<file path="src/rtl/irq_pkg.sv">
// Shared definitions for the interrupt router.
// Assumes a two-bit region field at the top of the register address.
package irq_pkg;

    typedef enum logic [1:0] {
        REG_PRIO   = 2'd0,
        REG_ENABLE = 2'd1,
        REG_THRESH = 2'd2,
        REG_CLAIM  = 2'd3
    } reg_region_e;

endpackage

</file>
<file path="src/rtl/irq_gateway.sv">
// Per-source gateway: turns a raw input into a pending flag and tracks
// whether the source is claimed. LEVEL picks level (1) or edge (0) capture.
// Assumes claim and complete never arrive in the same cycle (single port).
module irq_gateway #(
    parameter bit LEVEL = 1'b0
) (
    input  logic clk,
    input  logic rst_n,
    input  logic src_i,
    input  logic claim_i,
    input  logic complete_i,
    output logic pend_o,
    output logic busy_o
);

    logic prev_q;
    logic set_req;

    // Decide whether this cycle's input opens a new request.
    always_comb begin
        if (LEVEL) begin
            set_req = src_i && !busy_o;
        end else begin
            set_req = src_i && !prev_q && !busy_o;
        end
    end

    // Remember the previous input level for edge detection.
    always_ff @(posedge clk) begin
        if (!rst_n) prev_q <= 1'b0;
        else        prev_q <= src_i;
    end

    // Pending flag: a claim clears it, a new request sets it.
    always_ff @(posedge clk) begin
        if (!rst_n)       pend_o <= 1'b0;
        else if (claim_i) pend_o <= 1'b0;
        else if (set_req) pend_o <= 1'b1;
    end

    // Claimed flag: set on claim, cleared by a matching completion.
    always_ff @(posedge clk) begin
        if (!rst_n)          busy_o <= 1'b0;
        else if (claim_i)    busy_o <= 1'b1;
        else if (complete_i) busy_o <= 1'b0;
    end

endmodule

</file>
<file path="src/rtl/irq_arbiter.sv">
// Per-context arbiter: finds the highest-priority pending, enabled source
// (lowest ID on ties), then gates it with the context threshold.
// Assumes priority 0 means "never deliver".
module irq_arbiter #(
    parameter int NUM_SRC = 8,
    parameter int PRIO_W  = 3,
    parameter int ID_W    = 4
) (
    input  logic [NUM_SRC-1:0]             pend_i,
    input  logic [NUM_SRC-1:0]             en_i,
    input  logic [NUM_SRC-1:0][PRIO_W-1:0] prio_i,
    input  logic [PRIO_W-1:0]              thr_i,
    output logic [ID_W-1:0]                claim_id_o,
    output logic                           irq_o
);

    logic [ID_W-1:0]   best_id;
    logic [PRIO_W-1:0] best_prio;

    // Scan in ascending ID order; strict compare keeps the lowest ID on ties
    // and never lets priority 0 win.
    always_comb begin
        best_id   = '0;
        best_prio = '0;
        for (int k = 0; k < NUM_SRC; k++) begin
            if (pend_i[k] && en_i[k] && (prio_i[k] > best_prio)) begin
                best_id   = ID_W'(k + 1);
                best_prio = prio_i[k];
            end
        end
    end

    // Deliver only when the winner beats the threshold strictly.
    always_comb begin
        irq_o      = (best_prio > thr_i);
        claim_id_o = irq_o ? best_id : '0;
    end

endmodule

</file>
<file path="src/rtl/irq_cfg.sv">
// Configuration storage: source priorities, per-context enable masks and
// per-context thresholds, written through the decoded register port.
// Assumes the caller has qualified wr_i with valid and write.
module irq_cfg
    import irq_pkg::*;
#(
    parameter int NUM_SRC = 8,
    parameter int NUM_CTX = 2,
    parameter int PRIO_W  = 3,
    parameter int IDX_W   = 8,
    parameter int DATA_W  = 32
) (
    input  logic                                clk,
    input  logic                                rst_n,
    input  logic                                wr_i,
    input  reg_region_e                         region_i,
    input  logic [IDX_W-1:0]                    idx_i,
    input  logic [DATA_W-1:0]                   wdata_i,
    output logic [NUM_SRC-1:0][PRIO_W-1:0]      prio_o,
    output logic [NUM_CTX-1:0][NUM_SRC-1:0]     en_o,
    output logic [NUM_CTX-1:0][PRIO_W-1:0]      thr_o
);

    genvar k, c;

    generate
        for (k = 0; k < NUM_SRC; k++) begin : g_prio
            // Priority register of source ID k+1.
            always_ff @(posedge clk) begin
                if (!rst_n)
                    prio_o[k] <= '0;
                else if (wr_i && region_i == REG_PRIO && idx_i == IDX_W'(k + 1))
                    prio_o[k] <= wdata_i[PRIO_W-1:0];
            end
        end

        for (c = 0; c < NUM_CTX; c++) begin : g_ctx
            // Enable mask of context c; data bit 0 has no source.
            always_ff @(posedge clk) begin
                if (!rst_n)
                    en_o[c] <= '0;
                else if (wr_i && region_i == REG_ENABLE && idx_i == IDX_W'(c))
                    en_o[c] <= wdata_i[NUM_SRC:1];
            end

            // Threshold of context c.
            always_ff @(posedge clk) begin
                if (!rst_n)
                    thr_o[c] <= '0;
                else if (wr_i && region_i == REG_THRESH && idx_i == IDX_W'(c))
                    thr_o[c] <= wdata_i[PRIO_W-1:0];
            end
        end
    endgenerate

endmodule

</file>
<file path="src/rtl/irq_router.sv">
// Platform interrupt router top: gateways, configuration, one arbiter per
// context, claim/complete handling and the register read mux.
// Assumes one register access per cycle; read data is combinational.
module irq_router
    import irq_pkg::*;
#(
    parameter int               NUM_SRC   = 8,
    parameter int               NUM_CTX   = 2,
    parameter int               PRIO_W    = 3,
    parameter int               ADDR_W    = 10,
    parameter int               DATA_W    = 32,
    parameter logic [NUM_SRC-1:0] SRC_LEVEL = 8'hF0
) (
    input  logic               clk,
    input  logic               rst_n,
    input  logic [NUM_SRC-1:0] src_i,
    input  logic               reg_valid_i,
    input  logic               reg_write_i,
    input  logic [ADDR_W-1:0]  reg_addr_i,
    input  logic [DATA_W-1:0]  reg_wdata_i,
    output logic [DATA_W-1:0]  reg_rdata_o,
    output logic [NUM_CTX-1:0] irq_o
);

    localparam int ID_W  = $clog2(NUM_SRC + 1);
    localparam int IDX_W = ADDR_W - 2;

    reg_region_e                         region;
    logic [IDX_W-1:0]                    idx;
    logic                                cfg_wr;
    logic                                claim_rd;
    logic                                complete_wr;
    logic [NUM_SRC-1:0]                  pend;
    logic [NUM_SRC-1:0]                  busy;
    logic [NUM_SRC-1:0]                  claim_src;
    logic [NUM_SRC-1:0]                  complete_src;
    logic [NUM_SRC-1:0][PRIO_W-1:0]      prio;
    logic [NUM_CTX-1:0][NUM_SRC-1:0]     en;
    logic [NUM_CTX-1:0][PRIO_W-1:0]      thr;
    logic [NUM_CTX-1:0][ID_W-1:0]        claim_id;

    // Split the address and qualify the access kinds.
    always_comb begin
        region      = reg_region_e'(reg_addr_i[ADDR_W-1 -: 2]);
        idx         = reg_addr_i[IDX_W-1:0];
        cfg_wr      = reg_valid_i && reg_write_i;
        claim_rd    = reg_valid_i && !reg_write_i && region == REG_CLAIM
                      && idx < IDX_W'(NUM_CTX);
        complete_wr = reg_valid_i && reg_write_i && region == REG_CLAIM
                      && idx < IDX_W'(NUM_CTX);
    end

    irq_cfg #(
        .NUM_SRC (NUM_SRC),
        .NUM_CTX (NUM_CTX),
        .PRIO_W  (PRIO_W),
        .IDX_W   (IDX_W),
        .DATA_W  (DATA_W)
    ) u_cfg (
        .clk      (clk),
        .rst_n    (rst_n),
        .wr_i     (cfg_wr),
        .region_i (region),
        .idx_i    (idx),
        .wdata_i  (reg_wdata_i),
        .prio_o   (prio),
        .en_o     (en),
        .thr_o    (thr)
    );

    genvar k, c;

    generate
        for (c = 0; c < NUM_CTX; c++) begin : g_arb
            irq_arbiter #(
                .NUM_SRC (NUM_SRC),
                .PRIO_W  (PRIO_W),
                .ID_W    (ID_W)
            ) u_arb (
                .pend_i     (pend),
                .en_i       (en[c]),
                .prio_i     (prio),
                .thr_i      (thr[c]),
                .claim_id_o (claim_id[c]),
                .irq_o      (irq_o[c])
            );
        end

        for (k = 0; k < NUM_SRC; k++) begin : g_gw
            // Route the claim and completion of source ID k+1 to its gateway.
            always_comb begin
                claim_src[k] = 1'b0;
                for (int j = 0; j < NUM_CTX; j++) begin
                    if (claim_rd && idx == IDX_W'(j) && claim_id[j] == ID_W'(k + 1))
                        claim_src[k] = 1'b1;
                end
                complete_src[k] = complete_wr && reg_wdata_i == DATA_W'(k + 1);
            end

            irq_gateway #(
                .LEVEL (SRC_LEVEL[k])
            ) u_gw (
                .clk        (clk),
                .rst_n      (rst_n),
                .src_i      (src_i[k]),
                .claim_i    (claim_src[k]),
                .complete_i (complete_src[k]),
                .pend_o     (pend[k]),
                .busy_o     (busy[k])
            );
        end
    endgenerate

    // Read mux over the four register regions.
    always_comb begin
        reg_rdata_o = '0;
        case (region)
            REG_PRIO: begin
                for (int j = 0; j < NUM_SRC; j++)
                    if (idx == IDX_W'(j + 1)) reg_rdata_o[PRIO_W-1:0] = prio[j];
            end
            REG_ENABLE: begin
                for (int j = 0; j < NUM_CTX; j++)
                    if (idx == IDX_W'(j)) reg_rdata_o[NUM_SRC:1] = en[j];
            end
            REG_THRESH: begin
                for (int j = 0; j < NUM_CTX; j++)
                    if (idx == IDX_W'(j)) reg_rdata_o[PRIO_W-1:0] = thr[j];
            end
            default: begin
                for (int j = 0; j < NUM_CTX; j++)
                    if (idx == IDX_W'(j)) reg_rdata_o[ID_W-1:0] = claim_id[j];
            end
        endcase
    end

endmodule

</file>
<file path="config.mk">
export PLATFORM = sky130hd
export DESIGN_NAME = irq_router
export DESIGN_NICKNAME = d
export VERILOG_FILES = /design/src/rtl/irq_pkg.sv /design/src/rtl/irq_gateway.sv /design/src/rtl/irq_arbiter.sv /design/src/rtl/irq_cfg.sv /design/src/rtl/irq_router.sv
export SDC_FILE = /design/constraint.sdc
export NUM_CORES = 1
export LEC_CHECK = 0
export BUFFER_PORTS_ARGS = -buffer_cell sky130_fd_sc_hd__buf_4
export CAP_MARGIN = 20
export CORE_ASPECT_RATIO = 0.75
export CORE_MARGIN = 2
export CORE_UTILIZATION = 35
export CTS_BUF_LIST = sky130_fd_sc_hd__clkbuf_8
export DETAILED_ROUTE_END_ITERATION = 16
export GPL_TIMING_DRIVEN = 0
export PLACE_DENSITY = 0.62
export SYNTH_ARGS = -nofsm -noshare
export SYNTH_HDL_FRONTEND = slang
export SYNTH_SLANG_ARGS = --single-unit
</file>
<file path="constraint.sdc">
create_clock -name clk -period 18.9 [get_ports clk]
set_clock_uncertainty 0.1 [all_clocks]
set_input_delay 3.78 -clock clk [delete_from_list [all_inputs] [get_ports clk]]
set_output_delay 3.78 -clock clk [all_outputs]
set_load 0.005 [all_outputs]
</file>
==> results of run 1 <==
==> synthesized netlist by cell type (all sizes together), types with 9 or more instances <==
cell | number | area share
o21ai | 32 | 0.028
o21a | 11 | 0.015
nand3 | 35 | 0.031
dfxtp | 66 | 0.23
nor2b | 10 | 0.011
nor3 | 13 | 0.011
buf | 29 | 0.036
nor2 | 77 | 0.051
a21o | 9 | 0.012
or3 | 9 | 0.0099
ha | 33 | 0.073
inv | 33 | 0.022
a31oi | 18 | 0.023
mux2i | 39 | 0.069
nand2 | 94 | 0.062
and2 | 10 | 0.011
a21oi | 60 | 0.053
nand4 | 10 | 0.012
and3 | 15 | 0.016
nor4 | 14 | 0.016
clkbuf | 28 | 0.019
==> state kept, by name (all words and copies together) (netlist names) <==
| name | cells |
|---|---|
| g_gw.u_gw.pend_o | 8 |
| g_gw.u_gw.prev_q | 4 |
| u_cfg.en_o | 16 |
| u_cfg.thr_o | 6 |
| u_cfg.prio_o | 24 |
| g_gw.u_gw.busy_o | 8 |
==> worst max-delay path by stage <==
| stage | to | cells past startpoint |
|---|---|---|
| finish | reg_rdata_o[1] | 57 |
| global route | reg_rdata_o[1] | 57 |
| CTS | reg_rdata_o[0] | 52 |
| detailed placement | reg_rdata_o[0] | 52 |
| global placement | reg_rdata_o[0] | 52 |
| floorplan | reg_rdata_o[3] | 56 |
==> layout make-up <==
type                            count  area, µm²
Tap cell                          210        263
Multi-Input combinational cell    626       4030
Sequential cell                    66       1320
Clock buffer                        9        124
Inverter                           34        128
Timing Repair Buffer               62        460
Clock inverter                      6       67.6
Buffer                             57        312
Fill cell                        1706       9260
==> kinds of logic after synthesis <==
kind of cell,after synthesis
DFF,66
adders and majority gates,35
xor gates and xnor gates,2
and+or+nand+nor,324
muxes,45
buffers and inverters,91
AOI/OAI and AO/OA,197
other,1
==> layer usage <==
| layer | GRT usage | wire length [µm] |
|---|---|---|
| met5 | 0 | 0 |
| met1 | 0.361 | 9930 |
| met4 | 0.0268 | 84 |
| met3 | 0.0641 | 1910 |
| met2 | 0.312 | 7490 |
==> power by group <==
| group | switching, mW | total, mW | internal [mW] |
|---|---|---|---|
| logic | 0.0159 | 0.0303 | 0.0144 |
| clock network | 0.0603 | 0.121 | 0.0606 |
| registers | 0.00284 | 0.144 | 0.141 |
| total | 0.0791 | 0.295 | 0.216 |
==> metrics by stage <==
stage	util	hold WS (ps)	instances
2_1_floorplan	-	344	783
3_3_place_gp	0.407	365	1053
3_5_place_dp	0.407	374	1054
4_1_cts	0.419	385	1069
5_1_grt	0.420	404	1070
6_report	0.420	381	1070
==> worst max-delay path: cells and delay by family (launching register included) <==
family	cells	cell delay [ps]
AOI/OAI and AO/OA	19	4130
adders and majority gates	8	2280
buffers and inverters	2	240
DFF	1	570
muxes	4	1230
and+or+nand+nor	24	5110
==> impl_metrics.env, run 1 <==
export IMPL_start_kind="register"
export IMPL_hpwlAfterDp_um=15900
export IMPL_first_global_vias=5342
export IMPL_r2r_start="g_gw[0].u_gw.pend_o$_SDFFE_PP0P_"
export IMPL_root_buffer="clkbuf_8"
export IMPL_synth_warnings=0
export IMPL_synthArstFlopShare=0
export IMPL_fin_ws_ps=1100
export IMPL_worstHoldStart="u_cfg.en_o[1]$_SDFFE_PN0P_"
export IMPL_synth_mux_area_frac=0.0804
export IMPL_cts_resized=0
export IMPL_mostFrequentLayoutCells="93 x nand2_1, 85 x buf_4, 76 x nor2_1, 66 x dfxtp_1, 60 x a21oi_1"
export IMPL_finalHoldViolCount=0
export IMPL_via_count=5987
export IMPL_via_per_inst=5.60
export IMPL_outcome="complete, no violations"
export IMPL_synth_area_um2=5690
export IMPL_worstPathRequired_ps=15020
export IMPL_rows=40
export IMPL_slowest_stage="dfxtp_1"
export IMPL_ys_seq_elements=66
export IMPL_drtIter0Drc=685
export IMPL_setup_viol=0
export IMPL_hold_depth=2
export IMPL_ys_seq_area_frac=0.232
export IMPL_post_place_ws_ps=1300
export IMPL_cp_max_fo=10
export IMPL_fmax_mhz=56.2
export IMPL_syn_inst=761
export IMPL_rrSetupSlack_ps=4830
export IMPL_io_buffer_count=60
export IMPL_crit_start="g_gw[0].u_gw.pend_o$_SDFFE_PP0P_"
export IMPL_min_to="u_cfg.en_o[1]$_SDFFE_PN0P_"
export IMPL_globalRouteTotalUtil=0.229
export IMPL_path_class="reg -> out"
export IMPL_drive_gt1_frac=0.164
export IMPL_initial_utilization=0.357
export IMPL_wl_um=19400
export IMPL_r2r_worst_path_cells=56
export IMPL_synth_compound_area_share=0.242
export IMPL_synth_distinct_cells=84
export IMPL_gp_congestion=0.959
export IMPL_synth_ff_type="dfxtp_1"
export IMPL_p_leak_nw=2.65
export IMPL_avgSynthCellArea_um2=7.48
export IMPL_numCtsBuffers=9
export IMPL_worstPathArrival_ps=13920
export IMPL_worstMarginPinSlew_ps=1090
export IMPL_die_width_um=151
export IMPL_dieArea_um2=17300
export IMPL_synth_simple_area_share=0.289
export IMPL_period_minus_slack_ps=17800
export IMPL_r2r_end="g_gw[0].u_gw.pend_o$_SDFFE_PP0P_"
export IMPL_htree_levels=3
export IMPL_synth_xor_area_share=0.00308
export IMPL_clockBufferDepth=2
export IMPL_rsz0062_at_grt="false"
export IMPL_drc=0
export IMPL_nets=943
export IMPL_tns_ps=0
export IMPL_area_growth_pct=17.7
export IMPL_die_h_um=114
export IMPL_numClockSinks=66
export IMPL_diodes=0
export IMPL_final_common_cell="nand2_1"
export IMPL_design_area_um2=6700
export IMPL_cts_tree="yes"
export IMPL_grt_max_degree=13
export IMPL_slew_headroom=0.264
export IMPL_wl_per_cell_um=18.1
export IMPL_design_core_area_um2=16000
export IMPL_synth_enable_flop_cells=0
export IMPL_cts_setup_buffers=0
export IMPL_crit_path_end_kind="output port"
export IMPL_place_area_um2=6490
export IMPL_grt_overflow=0
export IMPL_irDropWorstVdd_uv=28.7
export IMPL_grt_pass1_wl_um=30200
export IMPL_ctsHoldBuffers=0
export IMPL_synth_fa_ha_area_frac=0.0760
export IMPL_clk_pin_slew_worst_paths_ps=80
export IMPL_period_share=0.942
export IMPL_antenna_found_initial=0
export IMPL_slowest_delay_ps=570
export IMPL_detail_route_first_pass_iterations=5
export IMPL_power_mw=0.295
export IMPL_cap_violations=0
export IMPL_drtAntennaViolNets=0
export IMPL_worstSkewPairLatency_ps=360
export IMPL_p_per_area_nw_per_um2=44.0
export IMPL_synth_top_family_by_area="simple AND/OR/NAND/NOR gates"
export IMPL_cpMostUsedCell="ha_1"
export IMPL_io_pins=88
export IMPL_finalMaxSlewViolations=0
export IMPL_hold_class="reg -> reg"
No activity file was read; power rests on OpenSTA's default activity.
==> inputs of run 2 (changes only) <==
--- a/config.mk
+++ b/config.mk
@@ -5,15 +5,14 @@
 export SDC_FILE = /design/constraint.sdc
 export NUM_CORES = 1
 export LEC_CHECK = 0
-export BUFFER_PORTS_ARGS = -buffer_cell sky130_fd_sc_hd__buf_4
 export CAP_MARGIN = 20
-export CORE_ASPECT_RATIO = 0.75
 export CORE_MARGIN = 2
 export CORE_UTILIZATION = 35
 export CTS_BUF_LIST = sky130_fd_sc_hd__clkbuf_8
 export DETAILED_ROUTE_END_ITERATION = 16
+export DONT_BUFFER_PORTS = 1
 export GPL_TIMING_DRIVEN = 0
-export PLACE_DENSITY = 0.62
+export PLACE_DENSITY = 0.57
 export SYNTH_ARGS = -nofsm -noshare
 export SYNTH_HDL_FRONTEND = slang
 export SYNTH_SLANG_ARGS = --single-unit
==> impl_metrics.env, run 2 (synthesis results as in run 1) <==
export IMPL_clockBufferDepth=2
export IMPL_crit_path_end_kind="output port"
export IMPL_period_minus_slack_ps=17980
export IMPL_regMostFlops="u_cfg.prio_o"
export IMPL_first_global_vias=5219
export IMPL_drive_gt1_frac=0.0989
export IMPL_drtIter0Drc=583
export IMPL_gp_congestion=0.931
export IMPL_rows=46
export IMPL_initial_utilization=0.358
export IMPL_via_count=5853
export IMPL_wl_um=19500
export IMPL_postLayoutCoreUtil=0.393
export IMPL_worstSkewPairLatency_ps=380
export IMPL_cts_tree="yes"
export IMPL_worstPathArrival_ps=14100
export IMPL_die_width_um=132
export IMPL_htree_levels=3
export IMPL_final_cell_count_no_fill=1015
export IMPL_slowest_delay_ps=620
export IMPL_numCtsBuffers=9
export IMPL_antenna_found_initial=0
export IMPL_wl_per_cell_um=19.2
export IMPL_reg_top3="u_cfg.prio_o x24, u_cfg.en_o x16"
export IMPL_finalMaxSlewViolations=0
export IMPL_io_pins=88
export IMPL_dp_cells=999
export IMPL_grt_max_degree=13
export IMPL_clk_pin_slew_worst_paths_ps=80
export IMPL_detail_route_first_pass_iterations=5
export IMPL_cap_violations=0
export IMPL_globalRouteTotalUtil=0.223
export IMPL_drc=0
export IMPL_design_core_area_um2=15900
export IMPL_diodes=0
export IMPL_finalHoldViolCount=0
export IMPL_largest_reg_flops=24
export IMPL_grt_pass1_wl_um=29900
export IMPL_hold_depth=2
export IMPL_irDropWorstVdd_uv=34.2
export IMPL_dieArea_um2=17300
export IMPL_rrSetupSlack_ps=4640
export IMPL_fmax_mhz=55.6
export IMPL_drtAntennaViolNets=0
export IMPL_path_class="reg -> out"
export IMPL_period_share=0.951
export IMPL_cp_max_fo=10
export IMPL_slowest_stage="o2111ai_1"
export IMPL_worstPathRequired_ps=15020
export IMPL_setup_viol=0
export IMPL_rsz0062_at_grt="false"
export IMPL_cts_setup_buffers=0
export IMPL_tns_ps=0
export IMPL_r2r_worst_path_cells=60
export IMPL_nFillCells=1734
export IMPL_die_h_um=132
export IMPL_outcome="complete, no violations"
export IMPL_root_buffer="clkbuf_8"
export IMPL_hpwlAfterDp_um=15700
export IMPL_whs_ps=375
export IMPL_p_leak_nw=2.35
export IMPL_cts_resized=0
export IMPL_ctsHoldBuffers=0
export IMPL_slew_headroom=0.239
export IMPL_grt_overflow=0
export IMPL_nets=882
export IMPL_worstMarginPinSlew_ps=1130
export IMPL_start_kind="register"
export IMPL_p_per_area_nw_per_um2=46.0
export IMPL_via_per_inst=5.77
export IMPL_numClockSinks=66
export IMPL_io_buffer_count=0
export IMPL_final_common_cell="nand2_1"
export IMPL_mostFrequentLayoutCells="93 x nand2_1, 76 x nor2_1, 66 x dfxtp_1, 60 x a21oi_1, 39 x mux2i_1"
export IMPL_hold_class="reg -> reg"
export IMPL_area_growth_pct=9.76
export IMPL_cpMostUsedCell="ha_1"
[run 2: cell types whose count changed in the layout (fill, tap and decap cells not counted)]
cell       change
buf_4         -60
clkbuf_2       -1
nor4_1         -1
nor4_2         +1
o2111ai_1      +1
o2111ai_2      -1
o21ai_1        +1
o21ai_2        -1
[run 2: power by group]
part	switching (mW)	internal (mW)	total (mW)	leakage, nW
Sequential	0.00275	0.141	0.143	0.535
Clock	0.0634	0.0606	0.124	0.0917
Combinational	0.0127	0.00771	0.0204	1.73
Total	0.0788	0.209	0.288	2.35
[run 2: area by class of cell]
class / instances / area (µm²) / share of cell area
buffer: 57 / 312 / 0.0498
clock buffer: 9 / 124 / 0.0198
clock inverter: 6 / 67.6 / 0.0108
inverter: 34 / 128 / 0.0204
multi-input combinational: 626 / 4020 / 0.644
sequential: 66 / 1320 / 0.211
tap: 216 / 270 / 0.0432
timing repair buffer: 1 / 5.00 / 0.000801
[run 2: routing by layer]
metal,up-vias,track usage,share of wire
met5,-,0,0
met4,0,0.0586,0.020
met3,33,0.0417,0.071
met2,245,0.371,0.47
met1,2763,0.296,0.44
li1,2812,-,-
[run 2: per-stage QoR]
step / setup WS, ps / power, mW / cell area, µm²
6_report: 923 / 0.288 / 6250
5_1_grt: 36.3 / 0.297 / 6250
4_1_cts: 1120 / 0.290 / 6240
3_5_place_dp: 1570 / 0.167 / 6050
3_3_place_gp: 1590 / 0.167 / 6050
2_1_floorplan: 3700 / 0.161 / 5780
[run 2: critical path, delay by kind of cell (launching register included)]
family	cells	cell delay (ps)
mux	4	1130
compound gates	20	5340
buf+inv	2	280
flops	1	520
simple gates	24	4330
fa+ha+maj	8	2120
[run 2: worst paths after layout]
path,startpoint,endpoint
max reg2reg,g_gw[0].u_gw.pend_o$_SDFFE_PP0P_,g_gw[3].u_gw.busy_o$_SDFFE_PN0P_
min reg2reg,u_cfg.en_o[1]$_SDFFE_PN0P_,u_cfg.en_o[1]$_SDFFE_PN0P_
max,g_gw[0].u_gw.pend_o$_SDFFE_PP0P_,reg_rdata_o[1]
min,u_cfg.en_o[1]$_SDFFE_PN0P_,u_cfg.en_o[1]$_SDFFE_PN0P_
